## config.mk

```make
export PLATFORM = sky130hd
export DESIGN_NAME = perf_counter_bank
export DESIGN_NICKNAME = d
export VERILOG_FILES = /design/src/rtl/perf_counter_bank.sv
export SDC_FILE = /design/constraint.sdc
export NUM_CORES = 1
export LEC_CHECK = 0
export BUFFER_PORTS_ARGS = -buffer_cell sky130_fd_sc_hd__buf_2
export CORE_ASPECT_RATIO = 1.75
export CORE_MARGIN = 8
export CORE_UTILIZATION = 35
export CTS_BUF_LIST = sky130_fd_sc_hd__clkbuf_2 sky130_fd_sc_hd__clkbuf_4 sky130_fd_sc_hd__clkbuf_8
export DETAILED_ROUTE_END_ITERATION = 8
export PLACE_DENSITY_LB_ADDON = 0.15
export SLEW_MARGIN = 20
export SYNTH_ARGS = -nofsm -noshare
export SYNTH_HDL_FRONTEND = slang
export SYNTH_SLANG_ARGS = --single-unit
```

## constraint.sdc

```tcl
create_clock -name clk -period 4.4 [get_ports clk]
set_clock_uncertainty 0.2 [all_clocks]
set_input_delay 0.44 -clock clk [delete_from_list [all_inputs] [get_ports clk]]
set_output_delay 0.44 -clock clk [all_outputs]
set_load 0.02 [all_outputs]
```

## src/rtl/perf_counter_bank.sv

```systemverilog
module perf_counter_bank #(
  parameter int NUM_CTR = 4,
  parameter int CNT_W   = 64,
  parameter int CODE_W  = 6,
  parameter int NUM_STB = 16,
  parameter int NUM_AMT = 8,
  parameter int AMT_W   = 4,
  localparam int IDX_W  = (NUM_CTR > 1) ? $clog2(NUM_CTR) : 1,
  localparam int CFG_W  = CODE_W + 2
) (
  input  logic                     clk,
  input  logic                     rst_n,
  input  logic [NUM_STB-1:0]       evt_stb,
  input  logic [NUM_AMT*AMT_W-1:0] evt_amt,
  input  logic                     cfg_we,
  input  logic [IDX_W-1:0]         cfg_idx,
  input  logic [CFG_W-1:0]         cfg_wdata,
  input  logic                     rd_en,
  input  logic [IDX_W-1:0]         rd_idx,
  output logic                     rd_valid,
  output logic [CNT_W-1:0]         rd_data
);
  localparam int NCODE = 2 ** CODE_W;
  localparam logic [CFG_W-1:0] CFG_RST = {1'b0, 1'b1, {CODE_W{1'b0}}};

  logic [NUM_CTR-1:0][CNT_W-1:0] cnt_q, cnt_nxt;
  logic [NUM_CTR-1:0][CFG_W-1:0] cfg_q;
  logic [NCODE-1:0]              stb_tbl;
  logic [AMT_W-1:0]              amt_tbl [NCODE];

  // table 0: slot 0 is the always-on clock event, then the strobes
  assign stb_tbl = {{(NCODE-NUM_STB-1){1'b0}}, evt_stb, 1'b1};

  // table 1: slot 0 is "none", then the amount lanes
  always_comb begin
    for (int k = 0; k < NCODE; k++) amt_tbl[k] = '0;
    for (int k = 0; k < NUM_AMT; k++) amt_tbl[k+1] = evt_amt[k*AMT_W +: AMT_W];
  end

  for (genvar i = 0; i < NUM_CTR; i++) begin : g_ctr
    logic [CODE_W-1:0] code;
    logic [CNT_W-1:0]  inc;
    logic              clr;
    assign code = cfg_q[i][CODE_W-1:0];
    assign inc  = cfg_q[i][CODE_W] ? CNT_W'(amt_tbl[code]) : CNT_W'(stb_tbl[code]);
    assign clr  = rd_en && (rd_idx == IDX_W'(i)) && cfg_q[i][CFG_W-1];
    assign cnt_nxt[i] = (clr ? '0 : cnt_q[i]) + inc;
  end

  always_ff @(posedge clk) begin
    if (!rst_n) begin
      cnt_q    <= '0;
      cfg_q    <= {NUM_CTR{CFG_RST}};
      rd_valid <= 1'b0;
      rd_data  <= '0;
    end else begin
      cnt_q    <= cnt_nxt;
      rd_valid <= rd_en;
      if (rd_en) rd_data <= cnt_q[rd_idx];
      for (int i = 0; i < NUM_CTR; i++)
        if (cfg_we && (cfg_idx == IDX_W'(i))) cfg_q[i] <= cfg_wdata;
    end
  end
endmodule

```

==> key figures <==
STA
  • Min Tclk post-route: 4.28 ns
  • Least-Margin Pin Slew: 0.804 ns
  • Setup violators final: 0
  • Worst setup margin: 0.118 ns
  • RSZ-0062 raised after global routing: yes
  • Max frequency: 0.234 GHz
  • Final Hold Fails: 0
  • Tcrit/Tclk final: 0.973
  • Max-slew violation count: 0
  • Slew headroom: 0.464

Yosys
  • EDFF count, synth: 0
  • Yosys top cell area share: 0.358
  • Syn_area_per_cell: 8.72 um2
  • Ys flop type: dfxtp_1
  • Synth cell types: 71
  • Top cells by area, synth: dfxtp_1, mux4_2, nor2_1, nand2_1, mux2i_1
  • Post-synth ARST share: 0
  • Cell Area, Synth: 0.0197 mm2
  • Ys Warns: 0
  • Mapped Cells: 2260
  • Sequential element share of the synthesized area: 0.358
  • Leading area contributor after synthesis: dfxtp_1
  • FF+latch count, synth: 353
  • Post-Syn Nets: 2344

GRT
  • Gr usage total: 0.216
  • Pin count of the biggest net entering global routing: 109
  • Initial antenna violation count: 1
  • Gr ovfl total: 0
  • First-pass GRT wire length: 108 mm
  • Vias in the first global route: 17900

Setup path
  • Worst setup EP type: flip-flop
  • Crit Path Class: flip-flop to flip-flop
  • Crit start category: flip-flop
  • CP arrival: 4.65 ns
  • Crit path max fanout: 10
  • Required time of the critical path: 4.77 ns

Pwr
  • Cell Pwr Density: 293 mW/mm2
  • Post-route total power: 6740 uW
  • Leakage: 0.00842 uW
  • VDD IR max: 0.000217 V

Floorplanning
  • Total core area: 0.0560 mm2
  • Boundary Pins: 129
  • # rows: 115
  • Die H: 330 um
  • Die ar.: 0.0645 mm2
  • Die boundary width: 195 um
  • Initial Utilization: 0.352

Placement
  • DP HPWL: 54.8 mm
  • Routability cong.: 0.918
  • DP Worst Slack: -0.109 ns
  • I/O Buffers: 128

Worst hold path
  • HP Class: input pin to flip-flop

Detailed routing
  • Vias per Instance: 5.64
  • Violation count after the first detailed-route iteration: 1021
  • Drt total wl: 71.3 mm
  • Drt pass-1 iters: 5
  • Via count: 18000
  • DR WL/cell: 22.4 um
  • DRC viols: 0
  • Post-route ant nets: 0

Finish
  • Register area: 0.00707 mm2
  • Layout cells sized above 1: 0.194
  • Area grow syn2layout: 16.7%
  • Final net count: 2535
  • Fill count: 5632
  • Final design utilization: 0.411
  • Multi-input gate area: 0.0121 mm2

Run status
  • Outcome: finished, final reports clean

CTS
  • H-tree Lvls: 2
  • CTS Buffer Depth: 3
  • Clock Latency Late Sink: 0.65 ns
  • Clock-pin slew on the worst setup and hold paths: 0.07 ns
  • CTS buffer count: 56
  • Clock root buffer master: clkbuf_8
  • CTS tree: built
  • Clock sinks: 353

Job
  • Max-cap viol count: 0
==> logic make-up (layout without fill, tap and decap cells) <==
group                    after synthesis  in the layout  synth area share
AND/OR/NAND/NOR                     1124           1124             0.277
flip-flops                           353            353             0.358
buffers and inverters                155            379            0.0305
other                                  0              1                 0
adder cells (fa/ha/maj)               20             20            0.0142
AO/OA/AOI/OAI                        211            211            0.0713
multiplexers                         200            200             0.161
XOR/XNOR                             197            197            0.0875
==> per-stage QoR <==
step	hold WS [ns]	area (um2)	instances	setup TNS, ns
floorplan	0.245	19700	2260	0
global placement	0.265	21800	3084	-0.203
detailed placement	0.264	21800	3084	-0.258
CTS	0.0263	23000	3184	0
global route	0.0912	23000	3187	-0.0913
finish	0.0758	23000	3187	0
==> what timing repair did <==
action                                 CTS  global route
endpoints found under the hold margin   33             0
pin swaps                                0             2
setup endpoints to repair                2            37
gates resized for setup                  2            11
hold buffers                             9             0
buffers inserted                         0             2
==> per-layer routing <==
metal	vias up	track usage	wire length (um)
li1	8448	-	-
met1	8751	0.225	26100
met2	606	0.416	38200
met3	160	0.0281	3400
met4	0	0.112	3610
met5	-	0	0
==> worst max-delay path, cell delays in order (launching register included) <==
cell and delay [ns]:
dfxtp_2 0.35, buf_4 0.18, buf_4 0.20, nor2b_1 0.28, a22oi_1 0.14, o22ai_1 0.17, nand2b_1 0.08, a21oi_1 0.39
fa_1 0.30, a21o_1 0.12, a21oi_1 0.09, or4_4 0.48, or4_1 0.54, buf_4 0.18, a2111o_1 0.34, a21oi_1 0.15
==> sequential cells by signal, indices dropped and copies added (netlist names) <==
register  cells
cfg_q        32
cnt_q       256
rd_data      64
rd_valid      1
==> synthesized netlist by cell type, drive strengths merged (7+ instances only) <==
| cell type | number |
|---|---|
| o211ai | 10 |
| clkbuf | 104 |
| and2 | 51 |
| a21oi | 76 |
| a22oi | 7 |
| nor4 | 34 |
| or4 | 9 |
| ha | 16 |
| nand4b | 10 |
| mux2i | 99 |
| xnor2 | 104 |
| nand4 | 90 |
| mux4 | 92 |
| or2 | 7 |
| nor2 | 355 |
| mux2 | 9 |
| or3 | 19 |
| nand2 | 279 |
| a2111oi | 7 |
| nor3 | 55 |
| buf | 26 |
| nand2b | 8 |
| dfxtp | 353 |
| nand3 | 95 |
| nand3b | 8 |
| o21a | 7 |
| inv | 25 |
| and3 | 38 |
| a211o | 13 |
| xor2 | 93 |
| o21ai | 20 |
| a21o | 17 |
| and4 | 26 |
| nor2b | 14 |
| a211oi | 13 |
| nor4b | 10 |
==> worst paths after layout <==
path / from / to / slack, ns / cells after the start
setup reg to reg: cfg_q[25] / cnt_q[246] / 0.12 / 15
hold / removal: cfg_idx[0] / cfg_q[18] / 0.08 / 4
setup / recovery: cfg_q[25] / cnt_q[246] / 0.12 / 15
hold reg to reg: cfg_q[29] / cfg_q[29] / 0.27 / 2
==> power by group <==
group          internal (uW)  switching (uW)  total, uW
combinational            223             305        528
sequential              3230            30.1       3260
clock                   1560            1400       2960
total                   5010            1730       6740
==> area by class of cell <==
| type | instances | share of cell area |
|---|---|---|
| multi-input cells | 1752 | 0.525 |
| flip-flops and latches | 353 | 0.307 |
| repair buffers | 263 | 0.0763 |
| clock buffers | 82 | 0.0452 |
| well taps | 702 | 0.0382 |
| inverters | 25 | 0.00430 |
| clock inverters | 9 | 0.00321 |
| diodes | 1 | 0.000109 |
==> cell usage in the layout, fill, tap and decap left out, drive strengths merged, types with 9 or more instances in the layout <==
cell         netlist  routed
nor2             355     355
dfxtp            353     353
nand2            279     279
buf               26     254
xnor2            104     104
mux2i             99      99
nand3             95      95
xor2              93      93
mux4              92      92
nand4             90      90
clkbuf           104      82
a21oi             76      76
nor3              55      55
and2              51      51
and3              38      38
nor4              34      34
and4              26      26
inv               25      26
o21ai             20      20
or3               19      19
a21o              17      17
ha                16      16
nor2b             14      14
a211oi            13      13
a211o             13      13
nand4b            10      10
o211ai            10      10
nor4b             10      10
mux2               9       9
dlygate4sd3        0       9
or4                9       9
No activity file was read; power rests on OpenSTA's default activity.
